### src/rtl/bpb_pkg.sv
package bpb_pkg;
   typedef enum logic [2:0] {
      ST_IDLE,
      ST_WANT,
      ST_ADDR,
      ST_ASTRB,
      ST_DATA,
      ST_DSREL,
      ST_STEP,
      ST_DONE
   } bpb_state_e;

   function automatic logic strb_hold(input bpb_state_e s);
      return (s == ST_ASTRB) || (s == ST_DATA) || (s == ST_DSREL) || (s == ST_STEP);
   endfunction

   function automatic logic bus_owned(input bpb_state_e s);
      return (s == ST_ADDR) || strb_hold(s);
   endfunction
endpackage

### src/rtl/bpb_sync.sv
module bpb_sync #(
   parameter int STAGES  = 2,
   parameter bit RST_VAL = 1'b0
) (
   input  logic clk,
   input  logic rst_n,
   input  logic d,
   output logic q
);
   initial begin
      assert_stages_range_R2 : assert (STAGES >= 0 && STAGES <= 4)
         else $error("bpb_sync: STAGES out of range");
   end

   generate
      if (STAGES == 0) begin : g_bypass
         assign q = d;
      end else begin : g_chain
         logic [STAGES-1:0] sh;
         always_ff @(posedge clk or negedge rst_n) begin
            if (!rst_n) sh <= {STAGES{RST_VAL}};
            else        sh <= (sh << 1) | STAGES'(d);
         end
         assign q = sh[STAGES-1];
      end
   endgenerate
endmodule

### src/rtl/bpb_tmo.sv
module bpb_tmo #(
   parameter int TMO_CYCLES = 400
) (
   input  logic clk,
   input  logic rst_n,
   input  logic run,
   output logic expire
);
   localparam int CNT_W = $clog2(TMO_CYCLES + 1);
   localparam logic [CNT_W-1:0] LAST = CNT_W'(TMO_CYCLES - 1);

   initial begin
      assert_tmo_min_R7 : assert (TMO_CYCLES >= 2)
         else $error("bpb_tmo: TMO_CYCLES must be at least 2");
   end

   logic [CNT_W-1:0] cnt;

   always_ff @(posedge clk or negedge rst_n) begin
      if (!rst_n)   cnt <= '0;
      else if (run) cnt <= cnt + CNT_W'(1);
      else          cnt <= '0;
   end

   assign expire = run && (cnt == LAST);

   assert_tmo_bound_R7 : assert property (@(posedge clk) disable iff (!rst_n)
      run |-> (cnt <= LAST));
   assert_tmo_clear_R7 : assert property (@(posedge clk) disable iff (!rst_n)
      !run |=> (cnt == '0));
endmodule

### src/rtl/bpb_seq.sv
module bpb_seq
   import bpb_pkg::*;
#(
   parameter int ADDR_W   = 16,
   parameter int DATA_W   = 16,
   parameter int AM_W     = 6,
   parameter int COUNT_W  = 8,
   parameter bit BLOCK_EN = 1'b1
) (
   input  logic               clk,
   input  logic               rst_n,
   input  logic               start,
   input  logic [ADDR_W-1:0]  in_addr,
   input  logic [AM_W-1:0]    in_am,
   input  logic               in_rnw,
   input  logic               in_blk,
   input  logic [COUNT_W-1:0] in_count,
   input  logic [DATA_W-1:0]  in_wdata,
   input  logic               grant_s,
   input  logic               ack_s,
   input  logic               expire,
   input  logic [DATA_W-1:0]  din,
   output logic               want,
   output logic               astrb_n,
   output logic               dstrb_n,
   output logic               wr_n,
   output logic [ADDR_W-1:0]  addr_o,
   output logic [AM_W-1:0]    am_o,
   output logic [DATA_W-1:0]  dout,
   output logic               doe,
   output logic [DATA_W-1:0]  rdata,
   output logic               beat,
   output logic               done,
   output logic               irq,
   output logic               tmo_run
);
   localparam int STEP_BYTES = DATA_W / 8;
   localparam logic [ADDR_W-1:0] ADDR_INC = ADDR_W'(STEP_BYTES);

   initial begin
      assert_width_cfg_R8 : assert ((DATA_W % 8) == 0 && ADDR_W >= 4 && AM_W >= 1 && COUNT_W >= 1)
         else $error("bpb_seq: bad width configuration");
   end

   bpb_state_e          state;
   logic [ADDR_W-1:0]   addr_q;
   logic [AM_W-1:0]     am_q;
   logic                rnw_q;
   logic [COUNT_W-1:0]  remain_q;
   logic [DATA_W-1:0]   wdata_q;
   logic [DATA_W-1:0]   rdata_q;
   logic                beat_q;
   logic                irq_q;
   logic                blk_eff;
   logic [COUNT_W-1:0]  first_remain;

   generate
      if (BLOCK_EN) begin : g_blk_on
         assign blk_eff = in_blk;
      end else begin : g_blk_off
         assign blk_eff = 1'b0;
      end
   endgenerate

   assign first_remain = (blk_eff && (in_count != '0)) ? (in_count - COUNT_W'(1)) : '0;

   always_ff @(posedge clk or negedge rst_n) begin
      if (!rst_n) begin
         state    <= ST_IDLE;
         addr_q   <= '0;
         am_q     <= '0;
         rnw_q    <= 1'b1;
         remain_q <= '0;
         wdata_q  <= '0;
         rdata_q  <= '0;
         beat_q   <= 1'b0;
         irq_q    <= 1'b0;
      end else begin
         beat_q <= 1'b0;
         irq_q  <= 1'b0;
         unique case (state)
            ST_IDLE: begin
               if (start) begin
                  addr_q   <= in_addr;
                  am_q     <= in_am;
                  rnw_q    <= in_rnw;
                  remain_q <= first_remain;
                  state    <= ST_WANT;
               end
            end
            ST_WANT: begin
               if (grant_s) state <= ST_ADDR;
            end
            ST_ADDR: begin
               wdata_q <= in_wdata;
               state   <= ST_ASTRB;
            end
            ST_ASTRB: begin
               state <= ST_DATA;
            end
            ST_DATA: begin
               if (ack_s) begin
                  if (rnw_q) rdata_q <= din;
                  beat_q <= 1'b1;
                  state  <= ST_DSREL;
               end else if (expire) begin
                  irq_q <= 1'b1;
                  state <= ST_IDLE;
               end
            end
            ST_DSREL: begin
               if (!ack_s) begin
                  if (remain_q != '0) begin
                     remain_q <= remain_q - COUNT_W'(1);
                     addr_q   <= addr_q + ADDR_INC;
                     wdata_q  <= in_wdata;
                     state    <= ST_STEP;
                  end else begin
                     state <= ST_DONE;
                  end
               end
            end
            ST_STEP: begin
               state <= ST_DATA;
            end
            ST_DONE: begin
               state <= ST_IDLE;
            end
            default: state <= ST_IDLE;
         endcase
      end
   end

   assign want    = (state != ST_IDLE);
   assign astrb_n = !strb_hold(state);
   assign dstrb_n = (state != ST_DATA);
   assign wr_n    = bus_owned(state) ? rnw_q : 1'b1;
   assign addr_o  = bus_owned(state) ? addr_q : '0;
   assign am_o    = bus_owned(state) ? am_q : '0;
   assign dout    = wdata_q;
   assign doe     = bus_owned(state) && !rnw_q;
   assign rdata   = rdata_q;
   assign beat    = beat_q;
   assign done    = (state == ST_DONE);
   assign irq     = irq_q;
   assign tmo_run = (state == ST_DATA);

   assert_grant_before_strobe_R2 : assert property (@(posedge clk) disable iff (!rst_n)
      !astrb_n |-> grant_s);
   assert_as_before_ds_R4 : assert property (@(posedge clk) disable iff (!rst_n)
      $fell(dstrb_n) |-> $past(!astrb_n));
   assert_addr_stable_R4 : assert property (@(posedge clk) disable iff (!rst_n)
      (!dstrb_n && $past(!dstrb_n)) |-> $stable(addr_o));
   assert_release_order_R6 : assert property (@(posedge clk) disable iff (!rst_n)
      $fell(want) |-> (astrb_n && dstrb_n));
   assert_interlock_R9 : assert property (@(posedge clk) disable iff (!rst_n)
      $fell(dstrb_n) |-> !ack_s);
   assert_irq_after_strobe_R7 : assert property (@(posedge clk) disable iff (!rst_n)
      irq |-> ($past(!dstrb_n) && dstrb_n && !want));
   assert_done_irq_excl_R7 : assert property (@(posedge clk) disable iff (!rst_n)
      !(done && irq));
endmodule

### src/rtl/bpb_master.sv
module bpb_master #(
   parameter int ADDR_W      = 16,
   parameter int DATA_W      = 16,
   parameter int AM_W        = 6,
   parameter int COUNT_W     = 8,
   parameter int TMO_CYCLES  = 400,
   parameter int SYNC_STAGES = 2,
   parameter bit BLOCK_EN    = 1'b1
) (
   input  logic               clk,
   input  logic               rst_n,
   input  logic               mode_strap,
   input  logic               pwr_fail_irq,
   input  logic               pf_xfer,
   input  logic               req,
   input  logic [ADDR_W-1:0]  req_addr,
   input  logic [AM_W-1:0]    req_am,
   input  logic               req_rnw,
   input  logic               req_blk,
   input  logic [COUNT_W-1:0] req_count,
   input  logic [DATA_W-1:0]  req_wdata,
   output logic [DATA_W-1:0]  rd_data,
   output logic               beat,
   output logic               done,
   output logic               timeout_irq,
   output logic               want_bus,
   input  logic               bus_granted,
   output logic [ADDR_W-1:0]  bus_addr,
   output logic [AM_W-1:0]    bus_am,
   output logic               bus_wr_n,
   output logic               bus_astrb_n,
   output logic               bus_dstrb_n,
   input  logic               bus_ack_n,
   input  logic [DATA_W-1:0]  bus_din,
   output logic [DATA_W-1:0]  bus_dout,
   output logic               bus_doe
);
   logic pf_lat;
   logic accept;
   logic grant_s;
   logic ack_n_s;
   logic ack_s;
   logic expire;
   logic tmo_run;

   always_ff @(posedge clk or negedge rst_n) begin
      if (!rst_n) pf_lat <= 1'b0;
      else        pf_lat <= pf_lat | pwr_fail_irq;
   end

   assign accept = req && !mode_strap && (!pf_lat || pf_xfer);

   bpb_sync #(.STAGES(SYNC_STAGES), .RST_VAL(1'b0)) u_grant_sync (
      .clk(clk), .rst_n(rst_n), .d(bus_granted), .q(grant_s));

   bpb_sync #(.STAGES(SYNC_STAGES), .RST_VAL(1'b1)) u_ack_sync (
      .clk(clk), .rst_n(rst_n), .d(bus_ack_n), .q(ack_n_s));

   assign ack_s = !ack_n_s;

   bpb_tmo #(.TMO_CYCLES(TMO_CYCLES)) u_tmo (
      .clk(clk), .rst_n(rst_n), .run(tmo_run), .expire(expire));

   bpb_seq #(
      .ADDR_W(ADDR_W), .DATA_W(DATA_W), .AM_W(AM_W),
      .COUNT_W(COUNT_W), .BLOCK_EN(BLOCK_EN)
   ) u_seq (
      .clk(clk), .rst_n(rst_n), .start(accept),
      .in_addr(req_addr), .in_am(req_am), .in_rnw(req_rnw),
      .in_blk(req_blk), .in_count(req_count), .in_wdata(req_wdata),
      .grant_s(grant_s), .ack_s(ack_s), .expire(expire), .din(bus_din),
      .want(want_bus), .astrb_n(bus_astrb_n), .dstrb_n(bus_dstrb_n),
      .wr_n(bus_wr_n), .addr_o(bus_addr), .am_o(bus_am),
      .dout(bus_dout), .doe(bus_doe), .rdata(rd_data), .beat(beat),
      .done(done), .irq(timeout_irq), .tmo_run(tmo_run));

   assert_strap_gate_R1 : assert property (@(posedge clk) disable iff (!rst_n)
      $rose(want_bus) |-> $past(!mode_strap));
   assert_pf_gate_R10 : assert property (@(posedge clk) disable iff (!rst_n)
      ($rose(want_bus) && $past(pf_lat)) |-> $past(pf_xfer));
   assert_idle_quiet_R11 : assert property (@(posedge clk) disable iff (!rst_n)
      !want_bus |-> (bus_astrb_n && bus_dstrb_n && bus_wr_n && !bus_doe));
endmodule

### config.mk
export PLATFORM = sky130hd
export DESIGN_NAME = bpb_master
export DESIGN_NICKNAME = d
export VERILOG_FILES = /design/src/rtl/bpb_pkg.sv /design/src/rtl/bpb_sync.sv /design/src/rtl/bpb_tmo.sv /design/src/rtl/bpb_seq.sv /design/src/rtl/bpb_master.sv
export SDC_FILE = /design/constraint.sdc
export NUM_CORES = 1
export LEC_CHECK = 0
export CAP_MARGIN = 0
export CORE_ASPECT_RATIO = 0.75
export CORE_MARGIN = 1.5
export CORE_UTILIZATION = 59
export DETAILED_ROUTE_END_ITERATION = 10
export DONT_BUFFER_PORTS = 1
export GPL_TIMING_DRIVEN = 1
export PLACE_DENSITY = 0.79
export SYNTH_ARGS = -nofsm -noshare
export SYNTH_HDL_FRONTEND = slang
export SYNTH_SLANG_ARGS = --single-unit
### constraint.sdc
create_clock -name clk -period 2.55 [get_ports clk]
set_input_delay 0 -clock clk [delete_from_list [all_inputs] [get_ports clk]]
set_output_delay 0 -clock clk [all_outputs]
set_load 0.05 [all_outputs]
==> flow_summary.ini, run 1 <==
[sta]
post-route-period-util_pct = 96.70
worst_pin_slew_ns = 0.7683
fin_skew_ns = 0.009068
fin_crit_ns = 2.466
fmax_mhz = 405.5
worst_slack_ns = 0.08416
whs_ns = 0.008266
rsz0062_at_grt = no
slew_headroom_pct = 48.59
setup_tns_ns = 0
setup_viol = 0
timing.final.max_slew_violations = 0
finalHoldViolCount = 0

[min_path]
hold_path_class = input pin to flop

[synth]
avgSynthCellArea_um2 = 10.67
synth_seq_area_share_pct = 50.55
synth_ff_type = dfrtp_1
ys_async_sr_fraction_pct = 100.0
synth_area_um2 = 4066
synth_nets = 459
netlist_instances = 381
synth.most_common_cell = dfrtp_1
synth_top_area_share_pct = 48.62
synth_cell_types = 52
synth_seq_cells = 82
synth_common_cells = dfrtp_1 (79), nand2_1 (35), mux2_2 (31), o21ai_0 (28), a21oi_1 (26)
yosysWarnings = 0
synth.area.top_cells = dfrtp_1 (49%), mux2_2 (8.6%), mux2_4 (3.7%)
synth_edf_count = 0
synth_top_area_cell = dfrtp_1

[die]
rows = 25
fp.dieH_um = 74.90
ioPinCount = 134
die_x_um = 98.86
dieArea_um2 = 7404
core-area_um2 = 6475
start_util_pct = 62.80

[clock_network]
clk_pin_slew_ns = 0.09
htree_num_levels = 3
cts_made_buffers = 9
clock_latency_ns = 0.35
cts.sinks = 82
clock_path_buffers = 2
cts_tree = built
clockRootBuffer = clkbuf_8

[detailed_routing]
drt_iter0_markers = 207
wl_per_cell_um = 19.84
vias = 3375
routed_wl_mm = 11.01
ant_nets = 0
vias_per_cell = 6.081
first_pass_iters = 8
drcViolationCount = 1

[setup_path]
worstSetupPathType = flop to flop
crit_path_end_kind = flop
cp_cell_sequence = or4_4, nor4b_4, o21a_1, buf_12, mux2_2
crit_required_ns = 2.78
slowest_stage = or4_4
arrival_ns = 2.70
worstSetupStartpointType = flop
critPathMaxFanout = 16
cpPeakStageDelay_ns = 0.62

[final_layout]
drive_gt1_share_pct = 22.36
antenna_cells = 0
design_area_um2 = 5224
postLayoutCoreUtil_pct = 80.68
area_growth_pct = 28.46
finalNetCount = 547
fillers = 361

[placed_design]
placed_cell_area_um2 = 4329
gp_congestion = 0.8850
pre_cts_ws_ns = 0.1114
port_buffers = 0
dp_hpwl_mm = 6.475

[global_routing]
antenna_found_initial = 0
gr-total-overflow = 0
grt_pass1_vias = 3505
grt_pass1_wl_mm = 17.33
grt_max_degree = 83
grt.total_usage_pct = 30.85

[power_and_ir_drop]
p_leak_uw = 0.002268
ir_worst_vdd_mv = 0.9963
p_per_area_nw_per_um2 = 1448

[status]
outcome = finished with violations
violations = DRC

[run]
drv_cap = 0
==> registers in the layout (all words and copies together) (netlist names) <==
name                     cells
pf_lat                       1
u_grant_sync.g_chain.sh      2
u_ack_sync.g_chain.sh        2
u_seq.rdata                 16
u_seq.state                  3
u_seq.am_q                   6
u_tmo.cnt                    9
u_seq.rnw_q                  1
u_seq.remain_q               8
u_seq.irq                    1
u_seq.dout                  16
u_seq.beat                   1
u_seq.addr_q                16
==> critical path, delay by kind of cell, from the launching register on <==
family | cells | cell delay, ns
flip-flops | 1 | 0.44
buffers and inverters | 1 | 0.19
AO/OA/AOI/OAI | 1 | 0.27
AND/OR/NAND/NOR | 2 | 1.06
multiplexers | 1 | 0.38
==> layout by cell type (no fill, tap or decap), types with 16 or more instances in the layout <==
| cell type | instances |
|---|---|
| dfrtp_1 | 79 |
| dlygate4sd3_1 | 63 |
| nand2_1 | 35 |
| buf_4 | 33 |
| mux2_2 | 31 |
| o21ai_0 | 28 |
| a21oi_1 | 26 |
| and2_1 | 21 |
| nor2_1 | 16 |
==> path summary, 6_finish.rpt <==
check	start	endpoint	slack [ns]	depth (start not counted)
max reg2reg	u_seq.remain_q[2]$_DFFE_PN0P_	u_seq.dout[4]$_DFFE_PN0P_	0.08	5
min	req_count[2]	u_seq.remain_q[2]$_DFFE_PN0P_	0.008	3
max in group asynchronous	rst_n	u_seq.rnw_q$_DFFE_PN1P_	1.98	2
max	u_seq.remain_q[2]$_DFFE_PN0P_	u_seq.dout[4]$_DFFE_PN0P_	0.08	5
min in group asynchronous	rst_n	u_seq.remain_q[3]$_DFFE_PN0P_	0.20	2
min reg2reg	u_grant_sync.g_chain.sh[0]$_DFF_PN0_	u_grant_sync.g_chain.sh[1]$_DFF_PN0_	0.35	0
==> per-stage QoR <==
| step | std cells | total power, uW |
|---|---|---|
| after floorplan | 381 | 5480 |
| after global placement | 474 | 6139 |
| after detailed placement | 474 | 6254 |
| after CTS | 554 | 7414 |
| after global routing | 555 | 7890 |
| final | 555 | 7566 |
==> where the power goes <==
group	switching, uW	internal (uW)
Clock	487	556
Sequential	1480	1830
Combinational	1960	1250
Total	3930	3640
==> kinds of logic after synthesis <==
family	count (synthesis)	synth area share (%)
adder cells (fa/ha/maj)	6	1.846
AND/OR/NAND/NOR	124	16.37
XOR/XNOR	10	2.154
multiplexers	42	12.52
AO/OA/AOI/OAI	87	13.05
flip-flops	82	50.55
buffers and inverters	30	3.508
==> per-layer routing <==
layer  vias to the layer above  wire, um  track usage (%)
li1                       1538         -                -
met1                      1653      4170            35.46
met2                       152      5815            54.87
met3                        32       684            8.821
met4                         0       342            14.44
met5                         -         0                0
==> area by class of cell <==
| type | instances | area [um2] | area share, % |
|---|---|---|---|
| Clock buffer | 10 | 127.6 | 2.443 |
| Clock inverter | 6 | 90.09 | 1.725 |
| Inverter | 9 | 33.78 | 0.6467 |
| Multi-Input combinational cell | 269 | 1889 | 36.17 |
| Sequential cell | 82 | 2056 | 39.35 |
| Tap cell | 81 | 101.3 | 1.940 |
| Timing Repair Buffer | 98 | 925.9 | 17.72 |
==> what timing repair did <==
action	4_1_cts	5_1_grt
hold buffers	64	0
setup buffers	0	1
gates resized for setup	0	2
endpoints found under the hold margin	144	0
setup endpoints to repair	0	22
Note: power is estimated with default switching activity, not from simulation.
==> inputs of run 2 (changes only) <==
--- a/config.mk
+++ b/config.mk
@@ -12,7 +12,9 @@
 export DETAILED_ROUTE_END_ITERATION = 10
 export DONT_BUFFER_PORTS = 1
 export GPL_TIMING_DRIVEN = 1
+export HOLD_SLACK_MARGIN = 0.1
 export PLACE_DENSITY = 0.79
+export SKIP_CTS_REPAIR_TIMING = 1
 export SYNTH_ARGS = -nofsm -noshare
 export SYNTH_HDL_FRONTEND = slang
 export SYNTH_SLANG_ARGS = --single-unit
==> constraint.sdc (replaced) <==
create_clock -name clk -period 2.55 [get_ports clk]
set_input_delay 0.51 -clock clk [delete_from_list [all_inputs] [get_ports clk]]
set_output_delay 0.51 -clock clk [all_outputs]
set_load 0.05 [all_outputs]
==> run 2 against run 1 <==
Against the previous run: the flow still finishes with violations (DRC); final area is 6.5% lower; cell count shrank 11%; critical path type unchanged; clock skew rose by 0.0023 ns; fmax grew 0.93%; sequential share of layout area up 2.8 points; non-clock buffer count is 62 lower; clock power hardly changed; first-iteration DRC count down 7.7%; wire length is 12% lower; register-to-register slack better by 0.02 ns.
==> flow_summary.ini, run 2 (same netlist as run 1, synthesis figures left out) <==
[detailed_routing]
ant_nets = 0
routed_wl_mm = 9.731
vias_per_cell = 6.197
drt_iter0_markers = 191
wl_per_cell_um = 19.74
first_pass_iters = 7
drcViolationCount = 2
vias = 3055

[sta]
setup_tns_ns = 0
whs_ns = 0.1456
post-route-period-util_pct = 95.81
fmax_mhz = 409.3
slew_headroom_pct = 48.23
finalHoldViolCount = 0
fin_crit_ns = 2.443
setup_viol = 0
fin_skew_ns = 0.01140
worst_pin_slew_ns = 0.7736
timing.final.max_slew_violations = 0

[final_layout]
stdcell_count = 493
area_growth_pct = 20.06
ff_latch_area_um2 = 2056
multi_input_area_um2 = 1893
most-common-layout-cells = dfrtp_1 (79), nand2_1 (35), mux2_2 (31), o21ai_0 (28), a21oi_1 (26)
design_area_um2 = 4882
drive_gt1_share_pct = 25.97
fillers = 409
finalNetCount = 485
final_common_cell = dfrtp_1
antenna_cells = 0

[clock_network]
cts_made_buffers = 9
clock_path_buffers = 2
clockRootBuffer = clkbuf_8
htree_num_levels = 3
cts_tree = built
clock_latency_ns = 0.35
cts.sinks = 82
clk_pin_slew_ns = 0.08

[die]
core-area_um2 = 6475
ioPinCount = 134
dieArea_um2 = 7404
start_util_pct = 62.80
die_x_um = 98.86
fp.dieH_um = 74.90
rows = 25

[run]
drv_cap = 0

[setup_path]
worstSetupStartpointType = flop
crit_path_end_kind = flop
worstSetupPathType = flop to flop
crit_required_ns = 2.79
arrival_ns = 2.68
critPathMaxFanout = 16

[global_routing]
antenna_found_initial = 0
grt_pass1_vias = 3040
grt_max_degree = 83
grt.total_usage_pct = 26.85
gr-total-overflow = 0
grt_pass1_wl_mm = 15.14

[placed_design]
port_buffers = 0
placed_cell_area_um2 = 4598
gp_congestion = 0.8913
dp_cells = 474
dp_hpwl_mm = 6.981

[power_and_ir_drop]
ir_worst_vdd_mv = 1.214
p_total_uw = 7974
p_leak_uw = 0.002092
p_per_area_nw_per_um2 = 1633

[status]
violations = DRC
outcome = finished with violations

[min_path]
hold_path_class = input pin to flop
## run 2: area by class of cell
class                      instances  share of cell area, %
clock buffer                       9                  2.537
sequential                        82                  42.11
multi-input combinational        269                  38.78
timing repair buffer              36                  11.64
tap                               81                  2.076
clock inverter                     7                  2.178
inverter                           9                 0.6920
## run 2: critical path, cell delays in order (launching register included)
cell and delay [ns]:
dfrtp_1 0.46, or4_1 0.72, nor4b_4 0.41, o21a_1 0.22
buf_12 0.17, mux2_2 0.35
## run 2: routing by layer
metal  vias to the layer above  wire (um)  GRT usage [%]
li1                       1421          -              -
met1                      1515       3813          32.60
met2                       103       5088          44.67
met3                        16        700          11.51
met4                         0        130          7.937
met5                         -          0              0
## run 2: stage by stage
step	worst slack [ns]	util, %
floorplan	0.1092	-
global placement	0.2001	71.01
detailed placement	0.05472	71.01
CTS	0.04849	74.57
global route	-0.04878	75.40
finish	0.1069	75.40
## run 2: final timing paths
check,slack (ns),cells after the start,from,endpoint
worst max-delay path,0.11,5,u_seq.remain_q[2]$_DFFE_PN0P_,u_seq.dout[0]$_DFFE_PN0P_
worst min register to register,0.36,0,u_grant_sync.g_chain.sh[0]$_DFF_PN0_,u_grant_sync.g_chain.sh[1]$_DFF_PN0_
min in group asynchronous,0.71,2,rst_n,u_tmo.cnt[8]$_DFF_PN0_
worst max register to register,0.11,5,u_seq.remain_q[2]$_DFFE_PN0P_,u_seq.dout[0]$_DFFE_PN0P_
max in group asynchronous,1.50,2,rst_n,u_ack_sync.g_chain.sh[0]$_DFF_PN1_
worst min-delay path,0.15,0,bus_ack_n,u_ack_sync.g_chain.sh[0]$_DFF_PN1_
## run 2: report_power, final
part | internal [uW] | switching [uW]
registers | 1830 | 1460
clock network | 570 | 496
logic | 1630 | 1980
==> inputs of run 3 (changes only) <==
--- a/config.mk
+++ b/config.mk
@@ -6,15 +6,18 @@
 export NUM_CORES = 1
 export LEC_CHECK = 0
 export CAP_MARGIN = 0
+export CELL_PAD_IN_SITES_DETAIL_PLACEMENT = 1
+export CELL_PAD_IN_SITES_GLOBAL_PLACEMENT = 1
 export CORE_ASPECT_RATIO = 0.75
 export CORE_MARGIN = 1.5
-export CORE_UTILIZATION = 59
+export CORE_UTILIZATION = 48
 export DETAILED_ROUTE_END_ITERATION = 10
 export DONT_BUFFER_PORTS = 1
 export GPL_TIMING_DRIVEN = 1
 export HOLD_SLACK_MARGIN = 0.1
-export PLACE_DENSITY = 0.79
+export PLACE_DENSITY = 0.83
 export SKIP_CTS_REPAIR_TIMING = 1
+export SLEW_MARGIN = 10
 export SYNTH_ARGS = -nofsm -noshare
 export SYNTH_HDL_FRONTEND = slang
 export SYNTH_SLANG_ARGS = --single-unit
==> run 3 against run 2 <==
Against the previous run: the run now ends clean; via count increased by 4.4%; clock skew is 0.0086 ns lower; worst setup slack got worse by 0.092 ns; die area increased by 22%; final area up 2.6%; sequential cell count is the same; sequential share of layout area decreased by 1.1 points; total power is 5.6% higher; cell count rose by 5.5%; fmax is 3.6% lower; core utilization fell by 13 points; critical endpoint is now bus_addr[0].
==> flow_summary.ini, run 3 (same netlist as run 1, synthesis figures left out) <==
[status]
outcome = finished, final reports clean

[sta]
post-route-period-util_pct = 99.42
fin_skew_ns = 0.002769
fin_crit_ns = 2.535
fmax_mhz = 394.4
worst_pin_slew_ns = 0.7997
worst_slack_ns = 0.01479
finalHoldViolCount = 0
setup_viol = 0
slew_headroom_pct = 46.48
timing.final.max_slew_violations = 0

[power_and_ir_drop]
p_int_uw = 4266
p_total_uw = 8421
clock_power_share_pct = 15.7
p_per_area_nw_per_um2 = 1681
comb_power_share_pct = 45.2
p_seq_share_pct = 39.1
p_sw_share_pct = 49.34
p_leak_uw = 0.002139
ir_worst_vdd_mv = 0.9063
power_switching_uw = 4155

[clock_network]
cts_tree = built
cts_made_buffers = 9
cts.sinks = 82
clockRootBuffer = clkbuf_16
clk_pin_slew_ns = 0.06
htree_num_levels = 3
clock_path_buffers = 2
clock_latency_ns = 0.34

[detailed_routing]
first_pass_iters = 6
drt_iter0_markers = 79
routed_wl_mm = 12.12
ant_nets = 0
drcViolationCount = 0
vias_per_cell = 6.131
wl_per_cell_um = 23.31
vias = 3188

[global_routing]
grt_max_degree = 83
busiest_layer = met2
use_met1_pct = 30.54
grt_pass1_vias = 3439
gr-total-overflow = 0
met2_usage_pct = 48.81
met3_usage_pct = 9.890
antenna_found_initial = 0
grt_pass1_wl_mm = 18.11
grt.total_usage_pct = 27.29

[placed_design]
port_buffers = 0
dp_hpwl_mm = 8.130
pre_cts_ws_ns = 0.05664
gp_congestion = 0.8284

[setup_path]
worst_r2r_path_depth = 5
critPathMaxFanout = 20
worstSetupStartpointType = flop
arrival_ns = 2.03
crit_path_end_kind = output port
worstSetupPathType = flop to output port
crit_required_ns = 2.04

[die]
die_x_um = 109.3
dieArea_um2 = 9039
ioPinCount = 134
fp.dieH_um = 82.71
rows = 28
core-area_um2 = 8058
start_util_pct = 50.47

[final_layout]
antenna_cells = 0
most-common-layout-cells = dfrtp_1 (79), nand2_1 (35), mux2_2 (31), o21ai_0 (28), a21oi_1 (26)
drive_gt1_share_pct = 26.51
final_common_cell = dfrtp_1
area_growth_pct = 23.23
finalNetCount = 488

[run]
drv_cap = 0

[min_path]
hold_depth = 0
hold_path_class = input pin to flop
[run 3: worst paths after layout]
path / start / slack (ns) / to
worst max-delay path: u_seq.state[2]$_DFFE_PN0P_ / 0.01 / bus_addr[0]
worst min-delay path: bus_ack_n / 0.16 / u_ack_sync.g_chain.sh[0]$_DFF_PN1_
worst max register to register: u_seq.remain_q[2]$_DFFE_PN0P_ / 0.03 / u_seq.dout[1]$_DFFE_PN0P_
worst min register to register: u_grant_sync.g_chain.sh[0]$_DFF_PN0_ / 0.35 / u_grant_sync.g_chain.sh[1]$_DFF_PN0_
max in group asynchronous: rst_n / 1.46 / u_ack_sync.g_chain.sh[1]$_DFF_PN1_
min in group asynchronous: rst_n / 0.71 / u_seq.remain_q[2]$_DFFE_PN0P_
[run 3: stage by stage]
step           area, um2  setup TNS (ns)  hold WS [ns]  utilization, %  instances
2_1_floorplan       4083               0        0.2144               -        381
3_5_place_dp        4643               0        0.2179           57.62        500
6_report            5011               0        0.1619           62.19        520
3_3_place_gp        4643               0        0.2179           57.62        500
5_1_grt             5011         -0.6538        0.1499           62.19        520
4_1_cts             4946       -0.009697       -0.1481           61.38        516
[run 3: power by group through the flow]
stage / clock network [uW] / logic [uW] / registers [uW]
floorplan: 0 / 2380 / 3110
global placement: 0 / 3530 / 3240
detailed placement: 0 / 3690 / 3290
CTS: 1340 / 3760 / 3280
global route: 1390 / 4010 / 3360
finish: 1320 / 3810 / 3290
[run 3: final cells by class]
class	count	area [um2]
fillers	836	3047
flip-flops and latches	82	2056
multi-input cells	269	1893
repair buffers	39	594.3
clock buffers	9	225.2
well taps	105	131.4
clock inverters	7	77.57
inverters	9	33.78
[run 3: critical path: stages, from the launching register on]
cell,delay (ns)
dfrtp_1,0.39
buf_4,0.19
and3_1,0.24
nor2_1,0.26
buf_6,0.22
and2_1,0.21
buf_12,0.16
[run 3: layer usage]
| layer | share of wire (%) | vias up |
|---|---|---|
| li1 | - | 1425 |
| met1 | 38 | 1658 |
| met2 | 54 | 83 |
| met3 | 5.9 | 22 |
| met4 | 2.4 | 0 |
| met5 | 0 | - |
